<file path="src/rtl/prbs_rx_pkg.sv">
package prbs_rx_pkg;

    typedef enum logic [1:0] {
        MODE_E3   = 2'b00,
        MODE_T3   = 2'b01,
        MODE_STS1 = 2'b10,
        MODE_RSVD = 2'b11
    } line_mode_e;

    typedef enum logic [1:0] {
        ST_FILL   = 2'b00,
        ST_VERIFY = 2'b01,
        ST_LOCK   = 2'b10
    } chk_state_e;

endpackage

</file>
<file path="src/rtl/prbs_rx_predict.sv">
module prbs_rx_predict #(
    parameter int SHORT_LEN = 15,
    parameter int SHORT_TAP = 14,
    parameter int LONG_LEN  = 23,
    parameter int LONG_TAP  = 18
) (
    input  logic clk,
    input  logic rst_n,
    input  logic long_sel,
    input  logic shift_en,
    input  logic take_data,
    input  logic data_in,
    output logic pred
);
    localparam int REG_W = (LONG_LEN > SHORT_LEN) ? LONG_LEN : SHORT_LEN;

    logic [REG_W-1:0] hist_q;
    logic             pred_short;
    logic             pred_long;

    // hist_q[k] holds the bit received k+1 positions ago
    assign pred_short = ~(hist_q[SHORT_LEN-1] ^ hist_q[SHORT_TAP-1]);
    assign pred_long  = ~(hist_q[LONG_LEN-1]  ^ hist_q[LONG_TAP-1]);
    assign pred       = long_sel ? pred_long : pred_short;

    always_ff @(posedge clk or negedge rst_n) begin
        if (!rst_n) begin
            hist_q <= '0;
        end else if (shift_en) begin
            hist_q <= {hist_q[REG_W-2:0], (take_data ? data_in : pred)};
        end
    end

endmodule

</file>
<file path="src/rtl/prbs_rx_window.sv">
module prbs_rx_window #(
    parameter int WIN   = 64,
    parameter int LIMIT = 6
) (
    input  logic clk,
    input  logic rst_n,
    input  logic clr,
    input  logic step,
    input  logic err_in,
    output logic lose
);
    localparam int CW = $clog2(WIN + 1);

    logic [WIN-1:0] flags_q;
    logic [CW-1:0]  cnt_q;
    logic [CW-1:0]  cnt_nx;

    // errors among the newest WIN bits once this bit joins and the oldest leaves
    always_comb begin
        cnt_nx = cnt_q + CW'(err_in) - CW'(flags_q[WIN-1]);
    end

    assign lose = step && (cnt_nx >= CW'(LIMIT));

    always_ff @(posedge clk or negedge rst_n) begin
        if (!rst_n) begin
            flags_q <= '0;
            cnt_q   <= '0;
        end else if (clr) begin
            flags_q <= '0;
            cnt_q   <= '0;
        end else if (step) begin
            flags_q <= {flags_q[WIN-2:0], err_in};
            cnt_q   <= cnt_nx;
        end
    end

endmodule

</file>
<file path="src/rtl/prbs_rx_errcnt.sv">
module prbs_rx_errcnt #(
    parameter int W = 16
) (
    input  logic         clk,
    input  logic         rst_n,
    input  logic         clr,
    input  logic         inc,
    output logic [W-1:0] cnt
);
    logic [W-1:0] cnt_q;
    logic         full;

    assign full = &cnt_q;
    assign cnt  = cnt_q;

    always_ff @(posedge clk or negedge rst_n) begin
        if (!rst_n) begin
            cnt_q <= '0;
        end else if (clr) begin
            cnt_q <= '0;
        end else if (inc && !full) begin
            cnt_q <= cnt_q + W'(1);
        end
    end

endmodule

</file>
<file path="src/rtl/prbs_rx_check.sv">
module prbs_rx_check
    import prbs_rx_pkg::*;
#(
    parameter int SHORT_LEN = 15,
    parameter int SHORT_TAP = 14,
    parameter int LONG_LEN  = 23,
    parameter int LONG_TAP  = 18,
    parameter int SYNC_RUN  = 32,
    parameter int LOSS_WIN  = 64,
    parameter int LOSS_ERRS = 6,
    parameter int CNT_W     = 16
) (
    input  logic             clk,
    input  logic             rst_n,
    input  logic [1:0]       line_mode_i,
    input  logic             en_i,
    input  logic             valid_i,
    input  logic             data_i,
    input  logic             cnt_clr_i,
    output logic             stat_o,
    output logic             stat_oe_o,
    output logic             sync_o,
    output logic [CNT_W-1:0] err_cnt_o
);
    localparam int REG_W = (LONG_LEN > SHORT_LEN) ? LONG_LEN : SHORT_LEN;
    localparam int FW    = $clog2(REG_W + 1);
    localparam int RW    = $clog2(SYNC_RUN + 1);
    localparam logic [FW-1:0] SHORT_LAST = FW'(SHORT_LEN - 1);
    localparam logic [FW-1:0] LONG_LAST  = FW'(LONG_LEN - 1);
    localparam logic [RW-1:0] RUN_LAST   = RW'(SYNC_RUN - 1);

    chk_state_e    state_q, state_d;
    line_mode_e    mode_q;
    logic [FW-1:0] fill_cnt_q;
    logic [RW-1:0] run_cnt_q;
    logic          saw_zero_q;
    logic          sync_q;
    logic          err_q;

    logic          mode_chg;
    logic          long_sel;
    logic [FW-1:0] fill_last;
    logic          pred;
    logic          mismatch;
    logic          bit_err;
    logic          lose;
    logic          run_full;
    logic          qualify;

    assign mode_chg  = (line_mode_i != mode_q);
    assign long_sel  = (line_mode_i == MODE_E3);
    assign fill_last = long_sel ? LONG_LAST : SHORT_LAST;
    assign mismatch  = data_i ^ pred;
    assign bit_err   = (state_q == ST_LOCK) && valid_i && mismatch && !mode_chg;
    assign run_full  = (run_cnt_q == RUN_LAST) && !mismatch;
    assign qualify   = run_full && (saw_zero_q || !data_i);

    prbs_rx_predict #(
        .SHORT_LEN (SHORT_LEN),
        .SHORT_TAP (SHORT_TAP),
        .LONG_LEN  (LONG_LEN),
        .LONG_TAP  (LONG_TAP)
    ) pred_i (
        .clk       (clk),
        .rst_n     (rst_n),
        .long_sel  (long_sel),
        .shift_en  (valid_i),
        .take_data ((state_q != ST_LOCK) || mode_chg),
        .data_in   (data_i),
        .pred      (pred)
    );

    prbs_rx_window #(
        .WIN   (LOSS_WIN),
        .LIMIT (LOSS_ERRS)
    ) win_i (
        .clk    (clk),
        .rst_n  (rst_n),
        .clr    (state_q != ST_LOCK),
        .step   ((state_q == ST_LOCK) && valid_i && !mode_chg),
        .err_in (mismatch),
        .lose   (lose)
    );

    prbs_rx_errcnt #(
        .W (CNT_W)
    ) cnt_i (
        .clk   (clk),
        .rst_n (rst_n),
        .clr   (cnt_clr_i),
        .inc   (bit_err),
        .cnt   (err_cnt_o)
    );

    // next-state decision
    always_comb begin
        state_d = state_q;
        if (mode_chg) begin
            state_d = ST_FILL;                        // mode_change
        end else if (valid_i) begin
            unique case (state_q)
                ST_FILL:   if (fill_cnt_q >= fill_last) state_d = ST_VERIFY;  // fill_done
                ST_VERIFY: if (qualify) state_d = ST_LOCK;                     // qualify
                ST_LOCK:   if (lose) state_d = ST_FILL;                        // lose
                default:   state_d = ST_FILL;
            endcase
        end
    end

    // state register
    always_ff @(posedge clk or negedge rst_n) begin
        if (!rst_n) begin
            state_q <= ST_FILL;
        end else begin
            state_q <= state_d;
        end
    end

    // counters and registered outputs
    always_ff @(posedge clk or negedge rst_n) begin
        if (!rst_n) begin
            mode_q     <= MODE_T3;
            fill_cnt_q <= '0;
            run_cnt_q  <= '0;
            saw_zero_q <= 1'b0;
            sync_q     <= 1'b0;
            err_q      <= 1'b0;
        end else begin
            mode_q <= line_mode_e'(line_mode_i);
            sync_q <= (state_d == ST_LOCK);
            err_q  <= bit_err;
            if (mode_chg || (state_d != state_q)) begin
                fill_cnt_q <= '0;
                run_cnt_q  <= '0;
                saw_zero_q <= 1'b0;
            end else if (valid_i) begin
                unique case (state_q)
                    ST_FILL: begin
                        fill_cnt_q <= fill_cnt_q + FW'(1);
                    end
                    ST_VERIFY: begin
                        if (mismatch || run_full) begin   // miss, or zero-free run
                            run_cnt_q  <= '0;
                            saw_zero_q <= 1'b0;
                        end else begin
                            run_cnt_q  <= run_cnt_q + RW'(1);
                            saw_zero_q <= saw_zero_q | ~data_i;
                        end
                    end
                    ST_LOCK: begin
                        run_cnt_q <= run_cnt_q;
                    end
                    default: begin
                        fill_cnt_q <= '0;
                    end
                endcase
            end
        end
    end

    assign sync_o    = sync_q;
    assign stat_oe_o = en_i;
    assign stat_o    = en_i & (~sync_q | err_q);

endmodule

</file>
<file path="config.mk">
export PLATFORM = sky130hd
export DESIGN_NAME = prbs_rx_check
export DESIGN_NICKNAME = d
export VERILOG_FILES = /design/src/rtl/prbs_rx_pkg.sv /design/src/rtl/prbs_rx_predict.sv /design/src/rtl/prbs_rx_window.sv /design/src/rtl/prbs_rx_errcnt.sv /design/src/rtl/prbs_rx_check.sv
export SDC_FILE = /design/constraint.sdc
export NUM_CORES = 1
export LEC_CHECK = 0
export CAP_MARGIN = 20
export CORE_ASPECT_RATIO = 0.5
export CORE_MARGIN = 3
export CORE_UTILIZATION = 30
export CTS_CLUSTER_DIAMETER = 60
export DETAILED_ROUTE_END_ITERATION = 6
export HOLD_SLACK_MARGIN = 0.08
export PLACE_DENSITY = 0.51
export SLEW_MARGIN = 10
export SYNTH_ARGS = -nofsm -noshare
export SYNTH_HDL_FRONTEND = slang
export SYNTH_SLANG_ARGS = --single-unit
</file>
<file path="constraint.sdc">
create_clock -name clk -period 4.2 [get_ports clk]
set_input_delay 0.42 -clock clk [delete_from_list [all_inputs] [get_ports clk]]
set_output_delay 0.42 -clock clk [all_outputs]
set_load 0.005 [all_outputs]
</file>
[Yosys cells after proc, flatten, opt, wreduce, memory -nomap -nowiden]
Cells that the tools add are included.
Widths: inputs -> output; s select.
Word-level totals
  flip-flop bits (word level): 128
  latch bits: 0
  memory bits (writable): 0
  memory bits (read-only): 0
  output and inout bits: 19
  memories kept: 0
Cells by class
  add/sub/neg operators: 5
  multiply operators: 0
  divide/modulo/power cells: 0
  order comparisons: 2
  eq/ne operators: 8
  shift operators: 0
  multiplexer cells: 26
  bitwise logic cells: 10
  reduce and logical (&&, ||, !) cells: 26
Operator list (number)
  $mux 64: 2
  $mux 16: 2
  $mux 6: 4
  $add 16x1->16 const B: 1
  $reduce_and 16->1: 1
  $mux 5: 3
  $mux 7: 2
  $mux 2: 5
  $pmux 5 s2: 1
  $logic_and 1x1->1: 8
  $reduce_bool 2->1: 4
  $add 7x1->7: 1
  $ge 7x3->1 const B: 1
  $sub 7x1->7: 1
  $add 6x1->6 const B: 1
  $eq 6x5->1 const B: 1
  $mux 1: 6
  $pmux 2 s3: 1
  $add 5x1->5 const B: 1
  $ge 5x5->1: 1
  $eq 2x2->1 const B: 2
  $logic_not 1->1: 4
  $logic_not 2->1: 2
  $logic_or 1x1->1: 4
  other kinds (10): 18

[Depth between registers and ports, before layout]
Gate-level depths: netlist (run 1).
  word-level depth: 16
  mapped depth: 15
  gate-level depth less buffers: 13

[Hierarchy]
From an unflattened synthesis (run 1), not the netlist that was laid out.
Unflattened totals
  cell total of the unflattened synthesis: 565
  area total of the unflattened synthesis: 6349.8 µm²
Modules (own cells, without submodules)
  prbs_rx_window: instances 1, cells an instance 278, area each 3170.5 µm²
  prbs_rx_check: instances 1, cells an instance 136, area each 1277.5 µm²
  prbs_rx_predict: instances 1, cells an instance 56, area each 982.2 µm²
  prbs_rx_errcnt: instances 1, cells an instance 95, area each 919.6 µm²

[Least setup slack after synthesis (run 1)]
Ideal clock, no wire load.
  kind: input to register
  start point: in line_mode_i[1]
  end point: reg run_cnt_q[2]
  setup time: 71 ps
  arrival: 3281 ps
  required time: 4129 ps
  setup slack: 847 ps
  stages: 15
  path buffers: 2
  cell sequence: nor2_4 > mux2i_4 > xor2_1 > buf_2 > ha_1 > inv_1 > fa_1 > nand2b_1 > a21oi_1 > o21ai_0 > a21oi_1 > o211ai_1 > a311o_2 > buf_6 > nor2_1
On the way
  cells in the longest elaborated chain, start to end: 15
RTL lines
  start: declaration: RTL line prbs_rx_check.sv:15  | input logic [1:0] line_mode_i,
  $logic_not 2->1: RTL line prbs_rx_check.sv:51  | assign long_sel = (line_mode_i == MODE_E3);
  $mux 1: RTL line prbs_rx_predict.sv:24  | assign pred = long_sel ? pred_long : pred_short;
  $xor 1x1->1: RTL line prbs_rx_check.sv:53  | assign mismatch = data_i ^ pred;
  $add 7x1->7: RTL line prbs_rx_window.sv:20  | cnt_nx = cnt_q + CW'(err_in) - CW'(flags_q[WIN-1]);
  $sub 7x1->7: RTL line prbs_rx_window.sv:20
  $ge 7x3->1: RTL line prbs_rx_window.sv:23  | assign lose = step && (cnt_nx >= CW'(LIMIT));
  $logic_and 1x1->1: RTL line prbs_rx_window.sv:23
  $mux 2: RTL line prbs_rx_check.sv:104  | ST_LOCK: if (lose) state_d = ST_FILL;
  $pmux 2 s3: RTL line prbs_rx_check.sv:101  | unique case (state_q)
  $mux 2: RTL line prbs_rx_check.sv:100  | end else if (valid_i) begin
  $mux 2: RTL line prbs_rx_check.sv:98  | if (mode_chg) begin
  $ne 2x2->1: RTL line prbs_rx_check.sv:132  | if (mode_chg || (state_d != state_q)) begin
  $logic_or 1x1->1: RTL line prbs_rx_check.sv:132
  $reduce_bool 2->1 (no source line)
  $reduce_and 2->1 (no source line)
  end signal: assignment: RTL line prbs_rx_check.sv:146  | run_cnt_q <= run_cnt_q + RW'(1);
  end signal: assignment: RTL line prbs_rx_check.sv:151  | run_cnt_q <= run_cnt_q;
  end: declaration: RTL line prbs_rx_check.sv:35  | logic [RW-1:0] run_cnt_q;
Parallel ways exist; a longest one is shown, timed or not. The select of a mux whose other input is x is not followed.
A chain may end at the register's enable or synchronous reset.

[Worst setup path after layout (run 1)]
Ends and elaborated chain as after synthesis.

==> results of run 1 <==
[power breakdown]
group	internal [uW]	leakage, uW	switching, uW	total (uW)
Combinational	145	0.00132	161	306
Sequential	1330	0.00174	52.5	1380
Clock	968	0.000289	548	1520
[state kept, by name, summed over array words and instances (netlist names)]
signal         flops
cnt_i.cnt         16
sync_o             1
saw_zero_q         1
win_i.cnt_q        7
run_cnt_q          6
pred_i.hist_q     23
fill_cnt_q         5
state_q            2
win_i.flags_q     64
mode_q             2
err_q              1
[stage by stage]
stage                     total power (uW)  setup WS (ps)  std cells
after floorplan                       1594          847.4        627
after global placement                1711          303.1        888
after detailed placement              1718          183.9        888
after CTS                             3251          612.5        919
after global routing                  3353          349.5        919
final                                 3204          630.9        919
[routing by layer]
metal | wire [um] | part of all wire [%]
met5 | 0 | 0
met4 | 85 | 0.72
met3 | 221 | 1.9
met2 | 5392 | 46
met1 | 6115 | 52
[layout make-up]
cell class / instances / area, um2 / share of cell area (%)
sequential: 128 / 3204 / 44.98
multi-input combinational: 444 / 2571 / 36.09
clock buffer: 20 / 456.7 / 6.410
timing repair buffer: 36 / 332.8 / 4.672
tap: 259 / 324.1 / 4.549
clock inverter: 11 / 156.4 / 2.195
inverter: 21 / 78.83 / 1.106
[worst max-delay path: stages]
cell and delay, ps:
clkdlybuf4s50_1 490, nor2_4 200, mux2i_4 260, xor2_1 240, ha_1 220, inv_1 60, fa_1 400, nand2b_1 200
a21oi_1 170, o21ai_0 120, and3_2 230, o211ai_1 320, a311o_2 420, nor2_1 90
[layout by cell type, fill, tap and decap left out, types with 3 or more instances in the layout]
master / count
nand4_1: 4
dfrtp_1: 127
nand2b_1: 3
a211oi_1: 3
xor2_1: 11
buf_4: 11
nor2b_1: 5
nor2_1: 41
clkbuf_16: 17
a31oi_1: 3
ha_1: 16
clkinv_4: 3
mux2_2: 24
inv_1: 21
clkdlybuf4s50_1: 25
nand3_1: 79
clkinvlp_4: 3
nand2_1: 146
bufinv_16: 3
xnor2_1: 10
a21oi_1: 24
nor3_1: 9
o21ai_0: 15
nor4_1: 8
[kinds of logic (layout without fill, tap and decap cells)]
logic type,after synthesis,in the layout,share of synthesized area (%)
XOR/XNOR,21,21,3.065
multiplexers,27,27,5.213
AO/OA/AOI/OAI,67,67,7.297
buffers and inverters,55,88,3.899
adder cells (fa/ha/maj),18,18,3.878
AND/OR/NAND/NOR,311,311,23.25
flip-flops,128,128,53.40
[worst min-delay path by stage]
stage,start,end,cells past startpoint,slack [ps]
after floorplan,rst_n,cnt_i.cnt[0]$_DFFE_PN0P_,0,120
after global placement,win_i.flags_q[49]$_DFFE_PN0P_,win_i.flags_q[50]$_DFFE_PN0P_,2,450
after detailed placement,win_i.flags_q[26]$_DFFE_PN0P_,win_i.flags_q[27]$_DFFE_PN0P_,2,450
after CTS,rst_n,win_i.flags_q[37]$_DFFE_PN0P_,1,100
after global routing,rst_n,win_i.flags_q[37]$_DFFE_PN0P_,1,140
final,rst_n,win_i.flags_q[37]$_DFFE_PN0P_,1,60
==> impl_metrics.yaml, run 1 <==
outcome:
  outcome: "finished clean"
clock_network:
  insertion_delay_ps: 410
  cts.sink_count: 128
  cts_buffers: 17
  cts_setup_buffers: 0
  cts-hold-fix-buffers: 0
  h-tree-depth: 4
  clock_path_buffers: 2
  cts.repair.resized: 0
  cts_tree: "done"
  root_buffer: "clkbuf_16"
  cts.reportedPaths.clkPinSlew_ps: 60
floorplanning:
  pin_count: 27
  die_w_um: 206.0
  fp-row-count: 35
  start_util_pct: 31.57
  fp.dieArea_mm2: 0.02184
  chipHeight_um: 106.0
  coreArea_mm2: 0.01901
timing:
  min_period_ps: 3569
  setup_viol: 0
  final.period_utilization_pct: 84.98
  hold_violations: 0
  skew_ps: 14.63
  tightest_slew_ps: 744.7
  slew_viol_final: 0
  tns_ps: 0
  hold_ws_ps: 56.43
  rsz0062_at_grt: "false"
  fmax_mhz: 280.2
  slew_headroom_pct: 50.36
yosys:
  synth-async-reset-ratio_pct: 100.0
  yosys.cell_count.top_type: "nand2_1"
  synth_area_leaders: "dfrtp_1 (53%), nand2_1 (9.1%), nand3_1 (6.7%)"
  synth_commonest_cells: "nand2_1 (146), dfrtp_1 (127), nand3_1 (80), nor2_1 (41)"
  synth.top_cell.area_share_pct: 52.96
  synth.ff_latch_count: 128
  postSynthAreaPerCell_um2: 9.571
  synth_warnings: 0
  synth_top_area_cell: "dfrtp_1"
  syn_nets: 653
  synth_area_mm2: 0.006001
  synth_cells: 627
  yosys_most_used_dff: "dfrtp_1"
  synth_cell_type_count: 55
  synth-edff-count: 0
  synth_seq_area_share_pct: 53.40
worst_setup_path:
  ff2ff_path_depth: 13
  cp.required_ps: 4470
  path_class: "input pin to register"
  end_kind: "register"
  regToRegStartpoint: "pred_i.hist_q[17]$_DFFE_PN0P_"
  cp-start-kind: "input pin"
  r2r_end: "run_cnt_q[2]$_DFFE_PN0P_"
  critPathArrivalTime_ps: 3840
  cp-endpoint: "run_cnt_q[2]$_DFFE_PN0P_"
  crit_start: "line_mode_i[1]"
  r2r_slack_ps: 840
  path_max_fanout: 12
detailed_routing:
  dr.pass1.iters: 5
  drt_iter0_drc: 299
  viasPerCell: 4.760
  route.detailed.drc: 0
  wire_per_inst_um: 12.86
  wl_um: 11810
  vias: 4374
  ant_nets: 0
global_routing:
  grt_start_max_net_pins: 64
  grt_pass1_wl_um: 21420
  grt_pass1_vias: 4434
  met2_usage_pct: 18.73
  grt_use_met1_pct: 16.09
  grt_usage_pct: 11.84
  overflow: 0
  antenna_found_initial: 0
  gr-max-usage-layer: "met2"
  met3_usage_pct: 2.753
power:
  leakage_uw: 0.003352
  peakVddDrop_uv: 215.0
  power.density_mw_per_mm2: 449.8
hold_path:
  hp-class: "input pin to asynchronous set/reset pin"
finish:
  area_growth_pct: 18.72
  final_util_pct: 37.49
  num-fill-cells: 1928
  stdcell_area_mm2: 0.007124
  drive_gt1_share_pct: 12.42
  nets: 674
  diodes: 0
place:
  place.gp.congestion: 0.7987
  port_buffers: 26
  place_area_mm2: 0.006511
  dp_hpwl_um: 7291
job:
  drv_cap: 0
Power figures use the tool's default switching activity.
==> run 2, diff against run 1 <==
clock period = 3.7 ns   (was 4.2 ns; I/O delays follow)
==> run 2 against run 1 <==
Compared with the run above: register-to-register slack worse by 400 ps; die area stayed put; power is 17% higher; cell area is 1.4% higher; setup slack worse by 290 ps; largest cell class unchanged; clock power is 19% higher; cell count is 0.65% higher; clock skew is 3.6 ps lower.
==> impl_metrics.yaml, run 2 (synthesized netlist as in run 1, its figures left out) <==
worst_setup_path:
  r2r_end: "run_cnt_q[0]$_DFFE_PN0P_"
  regToRegStartpoint: "pred_i.hist_q[13]$_DFFE_PN0P_"
  cp-endpoint: "run_cnt_q[0]$_DFFE_PN0P_"
  crit_start: "line_mode_i[1]"
  path_max_fanout: 12
  ff2ff_path_depth: 13
  critPathArrivalTime_ps: 3640
  cp-start-kind: "input pin"
  path_class: "input pin to register"
  r2r_slack_ps: 440
  end_kind: "register"
  cp.required_ps: 3980
floorplanning:
  fp.dieArea_mm2: 0.02184
  coreArea_mm2: 0.01901
  start_util_pct: 31.57
  die_w_um: 206.0
  fp-row-count: 35
  pin_count: 27
  chipHeight_um: 106.0
global_routing:
  grt_usage_pct: 11.56
  grt_start_max_net_pins: 70
  grt_pass1_wl_um: 21010
  antenna_found_initial: 0
  overflow: 0
  grt_pass1_vias: 4321
finish:
  mostFrequentLayoutCells: "nand2_1 (146), dfrtp_1 (127), nand3_1 (79), nor2_1 (41), clkdlybuf4s50_1 (25)"
  largest_reg_flops: 64
  area_growth_pct: 20.37
  final_util_pct: 38.01
  nets: 679
  diodes: 0
  final_common_cell: "nand2_1"
  stdcell_area_mm2: 0.007223
  drive_gt1_share_pct: 13.21
  final_cells: 925
  regMostFlops: "win_i.flags_q"
clock_network:
  h-tree-depth: 4
  cts-hold-fix-buffers: 0
  clock_path_buffers: 2
  root_buffer: "clkbuf_16"
  cts.repair.resized: 0
  cts.reportedPaths.clkPinSlew_ps: 60
  cts.sink_count: 128
  cts_tree: "done"
  insertion_delay_ps: 410
  cts_buffers: 17
  cts_setup_buffers: 0
power:
  leakage_uw: 0.003409
  peakVddDrop_uv: 311.1
  power.density_mw_per_mm2: 517.1
detailed_routing:
  dr.pass1.iters: 5
  wl_um: 11570
  drt_iter0_drc: 317
  route.detailed.drc: 0
  ant_nets: 0
  viasPerCell: 4.643
  vias: 4295
  wire_per_inst_um: 12.51
timing:
  final.period_utilization_pct: 90.79
  tightest_slew_ps: 797.0
  slew_viol_final: 0
  setup_viol: 0
  fmax_mhz: 297.7
  min_period_ps: 3359
  slew_headroom_pct: 46.87
  rsz0062_at_grt: "false"
  skew_ps: 11.02
  hold_violations: 0
  layout_setup_ws_ps: 340.6
  tns_ps: 0
place:
  port_buffers: 26
  place.gp.congestion: 0.8132
  dp_hpwl_um: 7182
  post-place-ws_ps: -62.97
  dp.cells: 893
  place_area_mm2: 0.006574
job:
  drv_cap: 0
hold_path:
  hp-class: "input pin to asynchronous set/reset pin"
outcome:
  outcome: "finished clean"
## run 2: changes by cell type in the layout (fill, tap and decap cells not counted)
cell        change
buf_12          +2
buf_4           +3
bufinv_16       +1
clkbuf_8        +1
clkinv_4        +1
clkinvlp_4      -1
inv_6           -1
## run 2: layer usage
| metal | wire length (um) | global-route usage [%] |
|---|---|---|
| met3 | 305 | 2.539 |
| met4 | 157 | 3.870 |
| met5 | 0 | 0 |
| met1 | 6016 | 16.16 |
| met2 | 5093 | 17.79 |
## run 2: worst min-delay path by stage
stage	slack [ps]	to	startpoint	cells after the start
final	50	win_i.flags_q[36]$_DFFE_PN0P_	rst_n	1
after global routing	120	win_i.flags_q[36]$_DFFE_PN0P_	rst_n	1
after floorplan	70	cnt_i.cnt[0]$_DFFE_PN0P_	rst_n	0
after global placement	450	win_i.flags_q[45]$_DFFE_PN0P_	win_i.flags_q[44]$_DFFE_PN0P_	2
after detailed placement	450	win_i.flags_q[43]$_DFFE_PN0P_	win_i.flags_q[42]$_DFFE_PN0P_	2
after CTS	80	win_i.flags_q[36]$_DFFE_PN0P_	rst_n	1
## run 2: critical path: stages
cell             delay, ps
clkdlybuf4s50_1        460
nor2_4                 170
mux2i_4                260
xor2_1                 250
ha_1                   230
inv_1                   60
fa_1                   370
nand2b_1               170
a21oi_1                170
o21ai_0                120
and3_2                 230
o211ai_1               290
a311o_2                400
nor2_1                  90
## run 2: power breakdown
group / switching (uW) / internal (uW)
clock: 619 / 1190
combinational: 193 / 168
sequential: 57.8 / 1510
## run 2: cell type report
cell class | instances | area, um2
sequential | 128 | 3204
timing repair buffer | 41 | 395.4
fill | 1882 | 11780
clock inverter | 11 | 178.9
clock buffer | 21 | 470.5
tap | 259 | 324.1
multi-input combinational | 444 | 2571
inverter | 21 | 78.83
## run 2: metrics by stage
stage          hold WS, ps  total power [uW]
2_1_floorplan        74.41              1809
3_3_place_gp         449.1              1945
3_5_place_dp         451.9              1952
4_1_cts              82.06              3781
5_1_grt              124.0              3892
6_report             50.69              3735
